$ cat config.mk
export PLATFORM = sky130hd
export DESIGN_NAME = ccd_seq_top
export DESIGN_NICKNAME = d
export VERILOG_FILES = /design/src/rtl/ccd_seq_pkg.sv /design/src/rtl/ccd_seq_cnt.sv /design/src/rtl/ccd_seq_ctrl.sv /design/src/rtl/ccd_seq_strobe.sv /design/src/rtl/ccd_seq_top.sv
export SDC_FILE = /design/constraint.sdc
export NUM_CORES = 1
export LEC_CHECK = 0
export ABC_AREA = 1
export BUFFER_PORTS_ARGS = -buffer_cell sky130_fd_sc_hd__clkbuf_2
export CORE_MARGIN = 2
export CORE_UTILIZATION = 60
export CTS_BUF_LIST = sky130_fd_sc_hd__clkbuf_8 sky130_fd_sc_hd__clkbuf_16
export DETAILED_ROUTE_END_ITERATION = 10
export GPL_TIMING_DRIVEN = 0
export MAX_ROUTING_LAYER = met4
export PLACE_DENSITY = 0.82
export SKIP_CTS_REPAIR_TIMING = 1
export SLEW_MARGIN = 20
export SYNTH_ARGS = -nofsm -noshare
export SYNTH_HDL_FRONTEND = slang
export SYNTH_HIERARCHICAL = 1
export SYNTH_SLANG_ARGS = --single-unit
export TNS_END_PERCENT = 50
$ cat constraint.sdc
create_clock -name clk_i -period 3.2 [get_ports clk_i]
set_input_delay 0.16 -clock clk_i [delete_from_list [all_inputs] [get_ports clk_i]]
set_output_delay 0.16 -clock clk_i [all_outputs]
set_load 0.05 [all_outputs]
$ cat src/rtl/ccd_seq_pkg.sv
package ccd_seq_pkg;

  typedef enum logic [2:0] {
    ST_IDLE,
    ST_EXPOSE,
    ST_XFER,
    ST_VSHIFT,
    ST_HSHIFT
  } seq_state_e;

  function automatic int cnt_w(input int n);
    return (n > 1) ? $clog2(n) : 1;
  endfunction

endpackage

$ cat src/rtl/ccd_seq_cnt.sv
module ccd_seq_cnt #(
  parameter int MAX = 4
) (
  input  logic clk_i,
  input  logic rst_ni,
  input  logic clr_i,
  input  logic inc_i,
  output logic last_o
);
  localparam int W = ccd_seq_pkg::cnt_w(MAX);
  localparam logic [W-1:0] LAST = W'(MAX - 1);

  logic [W-1:0] val_q;

  assign last_o = (val_q == LAST);

  always_ff @(posedge clk_i or negedge rst_ni) begin
    if (!rst_ni)     val_q <= '0;
    else if (clr_i)  val_q <= '0;
    else if (inc_i)  val_q <= last_o ? '0 : val_q + 1'b1;
  end

  AST_CNT_RANGE: assert property (@(posedge clk_i) disable iff (!rst_ni)
    inc_i && !clr_i && last_o |=> val_q == '0);

endmodule

$ cat src/rtl/ccd_seq_ctrl.sv
module ccd_seq_ctrl
  import ccd_seq_pkg::*;
(
  input  logic       clk_i,
  input  logic       rst_ni,
  input  logic       start_i,
  input  logic       mode_i,
  input  logic       idle_ok_i,
  input  logic       exp_last_i,
  input  logic       col_last_i,
  input  logic       row_last_i,
  output seq_state_e state_o,
  output logic       shutter_o,
  output logic       xfer_o,
  output logic       vclk_o,
  output logic       hclk_o
);
  seq_state_e state_q, state_d;
  logic       interline_q;

  always_comb begin
    state_d = state_q;
    unique case (state_q)
      ST_IDLE:   if (start_i && idle_ok_i) state_d = ST_EXPOSE;
      ST_EXPOSE: if (exp_last_i) state_d = interline_q ? ST_XFER : ST_VSHIFT;
      ST_XFER:   state_d = ST_VSHIFT;
      ST_VSHIFT: state_d = ST_HSHIFT;
      ST_HSHIFT: if (col_last_i) state_d = row_last_i ? ST_IDLE : ST_VSHIFT;
      default:   state_d = ST_IDLE;
    endcase
  end

  always_ff @(posedge clk_i or negedge rst_ni) begin
    if (!rst_ni) begin
      state_q     <= ST_IDLE;
      interline_q <= 1'b0;
    end else begin
      state_q <= state_d;
      if (state_q == ST_IDLE && start_i && idle_ok_i) interline_q <= mode_i;
    end
  end

  // Interline keeps the shutter open during readout; the charge sits in shielded storage
  assign shutter_o = (state_q == ST_EXPOSE) ||
                     (interline_q && (state_q == ST_XFER || state_q == ST_VSHIFT ||
                                      state_q == ST_HSHIFT));
  assign xfer_o  = (state_q == ST_XFER);
  assign vclk_o  = (state_q == ST_VSHIFT);
  assign hclk_o  = (state_q == ST_HSHIFT);
  assign state_o = state_q;

  AST_XFER_AFTER_EXP: assert property (@(posedge clk_i) disable iff (!rst_ni)
    xfer_o |-> $past(state_q) == ST_EXPOSE);
  AST_XFER_SINGLE: assert property (@(posedge clk_i) disable iff (!rst_ni)
    xfer_o |=> !xfer_o && vclk_o);
  AST_V_BEFORE_H: assert property (@(posedge clk_i) disable iff (!rst_ni)
    $rose(hclk_o) |-> $past(vclk_o));
  AST_FF_DARK: assert property (@(posedge clk_i) disable iff (!rst_ni)
    (vclk_o || hclk_o) && !interline_q |-> !shutter_o);
  AST_MODE_HELD: assert property (@(posedge clk_i) disable iff (!rst_ni)
    state_q != ST_IDLE && $past(state_q) != ST_IDLE |-> $stable(interline_q));

endmodule

$ cat src/rtl/ccd_seq_strobe.sv
module ccd_seq_strobe (
  input  logic clk_i,
  input  logic rst_ni,
  input  logic hclk_i,
  input  logic col_last_i,
  input  logic row_last_i,
  output logic strobe_o,
  output logic eol_o,
  output logic eof_o
);
  always_ff @(posedge clk_i or negedge rst_ni) begin
    if (!rst_ni) begin
      strobe_o <= 1'b0;
      eol_o    <= 1'b0;
      eof_o    <= 1'b0;
    end else begin
      strobe_o <= hclk_i;
      eol_o    <= hclk_i && col_last_i;
      eof_o    <= hclk_i && col_last_i && row_last_i;
    end
  end

  AST_STROBE_AFTER_H: assert property (@(posedge clk_i) disable iff (!rst_ni)
    hclk_i |=> strobe_o);
  AST_EOF_IN_EOL: assert property (@(posedge clk_i) disable iff (!rst_ni)
    eof_o |-> eol_o && strobe_o);

endmodule

$ cat src/rtl/ccd_seq_top.sv
module ccd_seq_top
  import ccd_seq_pkg::*;
#(
  parameter int ROWS       = 4,
  parameter int COLS       = 6,
  parameter int EXP_CYCLES = 10
) (
  input  logic clk_i,
  input  logic rst_ni,
  input  logic start_i,
  input  logic mode_i,
  output logic busy_o,
  output logic shutter_o,
  output logic xfer_o,
  output logic vclk_o,
  output logic hclk_o,
  output logic adc_strobe_o,
  output logic eol_o,
  output logic eof_o
);
  seq_state_e state;
  logic exp_last, col_last, row_last;

  ccd_seq_ctrl u_ctrl (
    .clk_i      (clk_i),
    .rst_ni     (rst_ni),
    .start_i    (start_i),
    .mode_i     (mode_i),
    .idle_ok_i  (!adc_strobe_o),
    .exp_last_i (exp_last),
    .col_last_i (col_last),
    .row_last_i (row_last),
    .state_o    (state),
    .shutter_o  (shutter_o),
    .xfer_o     (xfer_o),
    .vclk_o     (vclk_o),
    .hclk_o     (hclk_o)
  );

  ccd_seq_cnt #(.MAX(EXP_CYCLES)) u_exp_cnt (
    .clk_i  (clk_i),
    .rst_ni (rst_ni),
    .clr_i  (state != ST_EXPOSE),
    .inc_i  (state == ST_EXPOSE),
    .last_o (exp_last)
  );

  ccd_seq_cnt #(.MAX(COLS)) u_col_cnt (
    .clk_i  (clk_i),
    .rst_ni (rst_ni),
    .clr_i  (state != ST_HSHIFT),
    .inc_i  (state == ST_HSHIFT),
    .last_o (col_last)
  );

  ccd_seq_cnt #(.MAX(ROWS)) u_row_cnt (
    .clk_i  (clk_i),
    .rst_ni (rst_ni),
    .clr_i  (state == ST_IDLE),
    .inc_i  (state == ST_HSHIFT && col_last),
    .last_o (row_last)
  );

  ccd_seq_strobe u_strobe (
    .clk_i      (clk_i),
    .rst_ni     (rst_ni),
    .hclk_i     (hclk_o),
    .col_last_i (col_last),
    .row_last_i (row_last),
    .strobe_o   (adc_strobe_o),
    .eol_o      (eol_o),
    .eof_o      (eof_o)
  );

  // The final strobe trails the return to idle by one cycle
  assign busy_o = (state != ST_IDLE) || adc_strobe_o;

  AST_BUSY_HOLD: assert property (@(posedge clk_i) disable iff (!rst_ni)
    hclk_o |=> busy_o);
  AST_START_GATED: assert property (@(posedge clk_i) disable iff (!rst_ni)
    !busy_o && !start_i |=> !busy_o);

endmodule

# Word level (Yosys, flattened, before mapping)
# Cells that the tools add are included.
# word_totals
reg_bits	16
in_bits	4
output_inout_bits	8
elab_cells	55
# classes
add_sub_neg	3
eq_ne	12
mux	15
n_reduce_logical	17
# ops
cell	n
$mux W3	6
$pmux W3 S5	1
$mux W4	3
$mux W2	4
$eq A3 B2 Y1 const B	2
$eq A3 B3 Y1 const B	2
$logic_and A1 B1 Y1	6
$ne A2 B2 Y1 const B	3
$reduce_bool A2 Y1	3
$add A4 B1 Y4 const B	1
$eq A4 B4 Y1 const B	1
$logic_or A1 B1 Y1	4
$add A3 B1 Y3 const B	1
$eq A3 B1 Y1 const B	1
$logic_not A3 Y1	1
$ne A3 B1 Y1 const B	1
$ne A3 B3 Y1 const B	1
$reduce_and A3 Y1	1
$reduce_bool A3 Y1	1
$add A2 B1 Y2 const B	1
$eq A2 B2 Y1 const B	1
$logic_not A1 Y1	1
$mux W1	1

# Depth between registers and ports, before layout
# Gate-level depths: netlist of the first run.
# logic_depth
word_depth	5
depth_mapped	10
ltp_nobuf	10

# By module
# Netlist of the first run, hierarchy kept.
# by_module_without_submodules
module	n_inst	cells_per_inst	area_each_um2	seq_area_each_um2
ccd_seq_ctrl	1	40	281.5	100.1
ccd_seq_cnt at u_exp_cnt	1	39	266.5	100.1
ccd_seq_cnt at u_col_cnt	1	19	161.4	75.1
ccd_seq_cnt at u_row_cnt	1	12	101.3	50.0
ccd_seq_strobe	1	7	92.6	75.1
ccd_seq_top	1	13	58.8	0.0

# Worst setup path before layout of the first run
# No wires, ideal clock.
# synth_path
kind	reg2out
startpoint	register u_ctrl.state_q[2], in the netlist u_ctrl/state_o[2]
endpoint	output shutter_o
arrival_ps	1459
required_time_ps	3040
path_slack_ps	1581
stages_incl_launch_ff	4
n_path_buf	0
path_cell_list	dfrtp_1 nor2_2 nand2_1 a211oi_2
# synth_between
elab_chain_cells	5
elab_cells_between_ends	8
# synth_rtl
element	line	text
start, declared	ccd_seq_ctrl.sv:18	seq_state_e state_q, state_d;
start signal, assigned	ccd_seq_ctrl.sv:38	state_q <= state_d;
$eq A3 B2 Y1	ccd_seq_ctrl.sv:45	(interline_q && (state_q == ST_XFER || state_q == ST_VSHIFT ||
$logic_or A1 B1 Y1 (2 in a row)	ccd_seq_ctrl.sv:45	
$logic_and A1 B1 Y1	ccd_seq_ctrl.sv:45	
$logic_or A1 B1 Y1 *	ccd_seq_ctrl.sv:44	assign shutter_o = (state_q == ST_EXPOSE) ||
end, declared	ccd_seq_top.sv:13	output logic shutter_o,
# Mark *: on every way between the ends. The rest lies on a longest branch, timed or not.

# Worst setup path in the final report of the first run
# layout_path
startpoint	register u_ctrl.state_q[0], in the netlist u_ctrl/state_o[0]
endpoint	output shutter_o
# Same word-level chain as after synthesis.

==> results.py, run 1 <==
metrics = {
    "setup_path": {
        "crit_slowest_cell": "dfrtp_1",
        "worstPathArrival_ns": 1.60,
        "crit_cells": 5,
        "critPathTopFamily": "flip-flops",
        "worstPathBufferInverterCount": 2,
        "critical_path.startpoint_type": "flop",
        "worst_r2r_path_depth": 9,
        "worstSetupEndpointType": "output pin",
        "crit_path_cell_chain": "inv_1 > nor2_2 > nand2_1 > a211oi_2 > clkbuf_2",
        "criticalPathCategory": "reg -> out",
        "maximum_net_fanout_on_the_critical_path": 5,
        "crit_path_max_incr_delay_ns": 0.46,
        "required_ns": 3.04,
    },
    "synthesis": {
        "synth_cells": 130,
        "synth_edf_count": 0,
        "synth-warning-count": 6,
        "syn-num-nets": 137,
        "ys.flop_type": "dfrtp_1",
        "syn-cell-area_sq_um": 962,
        "synth_seq_cells": 16,
        "yosysUniqueCellTypes": 23,
        "postSynth.asyncResetShare_pct": 100,
        "syn_area_per_cell_sq_um": 7.40,
        "synth_seq_area_share_pct": 41.6,
    },
    "floorplanning": {
        "io-pin-count": 12,
        "die_area_sq_um": 1940,
        "starting_density_of_the_core_pct": 63.9,
        "dieHeight_microns": 44.0,
        "fp.coreArea_sq_um": 1510,
        "die_width_microns": 44.0,
        "core.rowCount": 14,
    },
    "grt": {
        "grt_pass1_wl_mm": 2.90,
        "groute.usage.overall_pct": 21.1,
        "antenna_found_initial": 0,
        "overflow": 0,
        "grt_max_degree": 17,
        "grt_pass1_vias": 752,
    },
    "sta": {
        "final.setup_skew_ns": 0.00278,
        "setup_total_negative_slack_ns": 0,
        "timing_hold_violations_final": 0,
        "maxSlewHeadroom_pct": 74.5,
        "maxClockFrequency_mhz": 570,
        "transition_time_at_the_pin_with_the_least_slew_margin_ns": 0.383,
        "min_period_over_period_pct": 54.9,
        "rsz_0062_raised_after_global_routing": "false",
        "finalSetupViolCount": 0,
        "fin_worst_hold_slack_ns": 0.117,
        "timing_max_transition_violations_final": 0,
        "timing.final.crit_period_ns": 1.76,
    },
    "power": {
        "static-leakage-power_nw": 0.623,
        "total_power_w": 0.000966,
        "power.ir.vdd_worst_mv": 0.545,
        "p_per_area_nw_per_um2": 876,
    },
    "min_path": {
        "min_path_cells": 3,
        "worst_hold_path_type": "in -> reg",
    },
    "layout": {
        "layout.cells.non_filler": 162,
        "antenna_cells_inserted": 0,
        "num-nets-final": 154,
        "post_route_cells_drive_above_1_share_pct": 25.3,
        "area_delta_synth_final_pct": 14.6,
    },
    "clocking": {
        "cts_tree": "done",
        "path_clk_slew_ns": 0.06,
        "clkSinkCount": 16,
        "ctsHtreeMaxLevel": 1,
        "cts-root-buf": "clkbuf_8",
        "cts_buffers": 3,
        "cts-root-to-sink-buffers": 2,
        "worst_skew_pair.late_latency_ns": 0.25,
    },
    "routing": {
        "routedWlPerCell_microns": 11.1,
        "drt_wl_total_mm": 1.80,
        "number_of_vias_per_cell_after_detailed_routing": 4.95,
        "vias": 802,
        "drcViolationCount": 0,
        "dr.first_iter.drc_count": 12,
        "route.antenna.remaining_nets": 0,
        "firstDrtPassIters": 3,
    },
    "status": {
        "result_of_the_run": "finished, final reports clean",
    },
    "placed_design": {
        "place.detailed.hpwl_mm": 1.36,
        "place_congestion": 0.807,
        "dp.cells": 157,
        "io_buffer_count": 11,
    },
    "job": {
        "drv.max_cap_violation_count": 0,
    },
}
[cell usage after synthesis, types with 2 or more instances]
| library cell | n | area, sq um |
|---|---|---|
| nand2_1 | 34 | 128 |
| inv_1 | 26 | 97.6 |
| dfrtp_1 | 16 | 400 |
| nand3_1 | 12 | 60.1 |
| nor2_2 | 10 | 62.6 |
| nor2_1 | 7 | 26.3 |
| nand2_2 | 4 | 25.0 |
| ha_1 | 3 | 37.5 |
| inv_2 | 2 | 7.51 |
| nor3_1 | 2 | 10.0 |
| o21bai_1 | 2 | 15.0 |
[cell type report]
type,instances,area [sq um]
well taps,16,20.0
clock buffers,4,55.1
multi-input cells,85,452
repair buffers,12,65.1
fillers,114,404
flip-flops and latches,16,400
inverters,29,110
[worst register-to-register path, delay by kind of cell (launching register included)]
kind                   cells  cell delay (ns)
flip-flops                 1             0.54
AND/OR/NAND/NOR            6             0.43
buffers and inverters      3             0.24
[cells by family after synthesis]
group	after synthesis	share of synthesized area (%)
adder cells (fa/ha/maj)	3	3.90
buffers and inverters	29	11.4
flip-flops	16	41.6
AO/OA/AOI/OAI	7	5.33
AND/OR/NAND/NOR	75	37.7
[flip-flops by register name, indices dropped and copies added, names as in the netlist]
| signal | cells |
|---|---|
| u_col_cnt/val_q | 3 |
| u_ctrl/interline_q | 1 |
| u_ctrl/state_o | 3 |
| u_exp_cnt/val_q | 4 |
| u_row_cnt/val_q | 2 |
| u_strobe/eof_o | 1 |
| u_strobe/eol_o | 1 |
| u_strobe/strobe_o | 1 |
[placed cells by master, fill, tap and decap left out, drive strengths merged]
cell type    count
nand2           38
ha               3
nand3           13
nand4            1
a211oi           1
o21ai            2
dlygate4sd3      1
inv             28
nor2            18
o21bai           2
clkinv           1
clkbuf          15
a21oi            2
nand3b           1
and2             1
nor3             3
dfrtp           16
[per-layer routing]
| layer | wire, microns | track usage, % | vias to the layer above |
|---|---|---|---|
| met5 | 0 | - | - |
| met3 | 45 | 4.08 | 2 |
| met2 | 936 | 36.2 | 7 |
| met1 | 802 | 24.1 | 365 |
| li1 | - | - | 428 |
| met4 | 19 | 8.48 | 0 |
[metrics by stage]
stage	setup slack [ns]	utilization [%]	area, sq um
2_1_floorplan	1.58	-	962
3_3_place_gp	1.76	68.9	1040
3_5_place_dp	1.75	68.9	1040
4_1_cts	1.45	72.5	1090
5_1_grt	1.37	73.2	1100
6_report	1.44	73.2	1100
[path summary, 6_finish.rpt]
kind                                         start                  to  slack [ns]
worst max-delay path             u_ctrl/state_o[0]           shutter_o        1.44
worst min-delay path                        mode_i  u_ctrl/interline_q        0.12
worst max register to register   u_ctrl/state_o[2]  u_exp_cnt/val_q[2]        1.88
worst min register to register  u_row_cnt/val_q[1]  u_row_cnt/val_q[1]        0.49
max in group asynchronous                   rst_ni   u_strobe/strobe_o        2.57
min in group asynchronous                   rst_ni  u_ctrl/interline_q        0.36
[power breakdown]
group,internal [W],leakage (nW),total (W),switching [W]
combinational,0.000140,0.378,0.000491,0.000351
clock,0.000109,0.0288,0.000180,0.0000712
sequential,0.000238,0.217,0.000294,0.0000563
(Power assumes the default switching activity.)
==> inputs of run 2 (changes only) <==
--- a/config.mk
+++ b/config.mk
@@ -8,12 +8,12 @@
 export ABC_AREA = 1
 export BUFFER_PORTS_ARGS = -buffer_cell sky130_fd_sc_hd__clkbuf_2
 export CORE_MARGIN = 2
-export CORE_UTILIZATION = 60
+export CORE_UTILIZATION = 50
 export CTS_BUF_LIST = sky130_fd_sc_hd__clkbuf_8 sky130_fd_sc_hd__clkbuf_16
 export DETAILED_ROUTE_END_ITERATION = 10
 export GPL_TIMING_DRIVEN = 0
 export MAX_ROUTING_LAYER = met4
-export PLACE_DENSITY = 0.82
+export PLACE_DENSITY = 0.73
 export SKIP_CTS_REPAIR_TIMING = 1
 export SLEW_MARGIN = 20
 export SYNTH_ARGS = -nofsm -noshare
==> constraint.sdc (replaced) <==
create_clock -name clk_i -period 1.57 [get_ports clk_i]
set_input_delay 0.0785 -clock clk_i [delete_from_list [all_inputs] [get_ports clk_i]]
set_output_delay 0.0785 -clock clk_i [all_outputs]
set_load 0.05 [all_outputs]
==> run 2 against run 1 <==
Clock skew rose by 0.0011 ns. Core utilization down 9.8 points. Power is 100% higher. Worst hold slack lost 0.071 ns. Clock power is 65% higher. Final cell count rose by 4.9%.
==> results.py, run 2 (synthesized netlist as in run 1, its figures left out) <==
metrics = {
    "grt": {
        "global_route.usage.met2_pct": 24.8,
        "gr-max-usage-layer": "met2",
        "grt_util_met3_pct": 3.40,
        "grt_max_degree": 17,
        "antenna_found_initial": 0,
        "grt_pass1_wl_mm": 2.60,
        "met1_usage_pct": 23.0,
        "grt_pass1_vias": 642,
        "overflow": 0,
        "groute.usage.overall_pct": 17.2,
    },
    "layout": {
        "area_delta_synth_final_pct": 16.3,
        "antenna_cells_inserted": 0,
        "layout.cells.most_common": "nand2_1",
        "num-fill-cells": 164,
        "most-common-layout-cells": "34 x nand2_1, 26 x inv_1, 14 x dfrtp_1",
        "layout.cells.non_filler": 170,
        "num-nets-final": 154,
        "area.sequential_sq_um": 403,
        "largest_reg_flops": 4,
        "post_route_cells_drive_above_1_share_pct": 26.2,
        "multi_input_comb_area_sq_um": 462,
        "register_with_the_highest_flop_count": "u_exp_cnt/val_q",
    },
    "floorplanning": {
        "core.rowCount": 15,
        "starting_density_of_the_core_pct": 54.5,
        "die_width_microns": 47.9,
        "io-pin-count": 12,
        "fp.coreArea_sq_um": 1760,
        "die_area_sq_um": 2290,
        "dieHeight_microns": 47.9,
    },
    "setup_path": {
        "critical_path.startpoint_type": "flop",
        "maximum_net_fanout_on_the_critical_path": 5,
        "crit_slowest_cell": "dfrtp_2",
        "critPathTopFamily": "flip-flops",
        "crit_path_max_incr_delay_ns": 0.43,
        "criticalPathCategory": "reg -> out",
        "worstSetupEndpointType": "output pin",
        "crit_path_cell_chain": "inv_1 > nor2_4 > nand2_1 > a211oi_2 > buf_6",
        "required_ns": 1.49,
        "worstPathBufferInverterCount": 2,
        "worstPathArrival_ns": 1.39,
    },
    "power": {
        "static-leakage-power_nw": 0.619,
        "proportion_of_total_power_due_to_net_switching_pct": 49.1,
        "power.switching_w": 0.000958,
        "clock_power_share_pct": 15.2,
        "p_per_area_nw_per_um2": 1740,
        "share_comb_of_total_power_pct": 53.2,
        "seq_power_share_pct": 31.6,
        "cellInternalPower_w": 0.000992,
        "power.ir.vdd_worst_mv": 0.924,
    },
    "placed_design": {
        "dpl_worst_slack_ns": 0.200,
        "place_congestion": 0.851,
        "dp.cells": 166,
        "io_buffer_count": 11,
        "place.detailed.hpwl_mm": 1.27,
    },
    "clocking": {
        "cts_buffers": 3,
        "cts_tree": "done",
        "cts-root-to-sink-buffers": 2,
        "clkSinkCount": 16,
        "worst_skew_pair.late_latency_ns": 0.24,
        "path_clk_slew_ns": 0.06,
        "cts-root-buf": "clkbuf_8",
        "ctsHtreeMaxLevel": 1,
    },
    "routing": {
        "vias": 787,
        "route.antenna.remaining_nets": 0,
        "dr.first_iter.drc_count": 14,
        "firstDrtPassIters": 4,
        "drt_wl_total_mm": 1.64,
        "number_of_vias_per_cell_after_detailed_routing": 4.63,
        "drcViolationCount": 0,
        "routedWlPerCell_microns": 9.62,
    },
    "sta": {
        "timing.final.crit_period_ns": 1.47,
        "maxSlewHeadroom_pct": 72.7,
        "timing_hold_violations_final": 0,
        "maxClockFrequency_mhz": 681,
        "final.setup_skew_ns": 0.00385,
        "setup_total_negative_slack_ns": 0,
        "finalSetupViolCount": 0,
        "min_period_over_period_pct": 93.6,
        "timing_max_transition_violations_final": 0,
        "rsz_0062_raised_after_global_routing": "false",
        "transition_time_at_the_pin_with_the_least_slew_margin_ns": 0.409,
        "final.setup.worst_slack_ns": 0.101,
    },
    "status": {
        "result_of_the_run": "finished, final reports clean",
    },
    "min_path": {
        "worst_hold_path_type": "in -> reg",
    },
    "job": {
        "drv.max_cap_violation_count": 0,
    },
}
## run 2: worst paths after layout
kind	start	endpoint	slack, ns	depth (start not counted)
min in group asynchronous	rst_ni	u_ctrl/interline_q	0.30	2
hold / removal	mode_i	u_ctrl/interline_q	0.05	3
setup reg to reg	u_col_cnt/val_q[1]	u_row_cnt/val_q[0]	0.25	8
hold reg to reg	u_row_cnt/val_q[1]	u_row_cnt/val_q[1]	0.49	2
max in group asynchronous	rst_ni	u_ctrl/state_o[2]	0.96	2
setup / recovery	u_ctrl/state_o[0]	shutter_o	0.10	5
## run 2: power groups by stage
stage	logic [W]	registers (W)	clock network, W
after global placement	0.000967	0.000601	0
after detailed placement	0.000980	0.000604	0
after CTS	0.000987	0.000596	0.000309
final	0.00104	0.000615	0.000297
after floorplan	0.000797	0.000596	0
after global routing	0.00114	0.000629	0.000328
## run 2: metrics by stage
step | cell area, sq um | utilization, % | hold slack (ns) | power [W]
final | 1120 | 63.4 | 0.0460 | 0.00195
after global routing | 1120 | 63.4 | 0.0472 | 0.00210
after CTS | 1090 | 61.8 | -0.237 | 0.00189
after detailed placement | 1050 | 59.4 | 0.0282 | 0.00158
after global placement | 1050 | 59.4 | 0.0259 | 0.00157
after floorplan | 962 | - | -0.217 | 0.00139
## run 2: layer usage
layer  wire, microns  vias to the layer above
met5               0                        -
met4              10                        0
met3              60                        2
met2             759                       16
met1             804                      344
li1                -                      425
## run 2: area by class of cell
type | count | area share, %
clock buffers | 3 | 3.69
inverters | 29 | 9.84
multi-input cells | 85 | 41.3
flip-flops and latches | 16 | 36.0
well taps | 25 | 2.80
repair buffers | 12 | 6.38
## run 2: worst register-to-register path: cells and delay by family (launching register included)
| family | cells | cell delay (ns) |
|---|---|---|
| buffers and inverters | 2 | 0.19 |
| DFF | 1 | 0.40 |
| and+or+nand+nor | 6 | 0.63 |
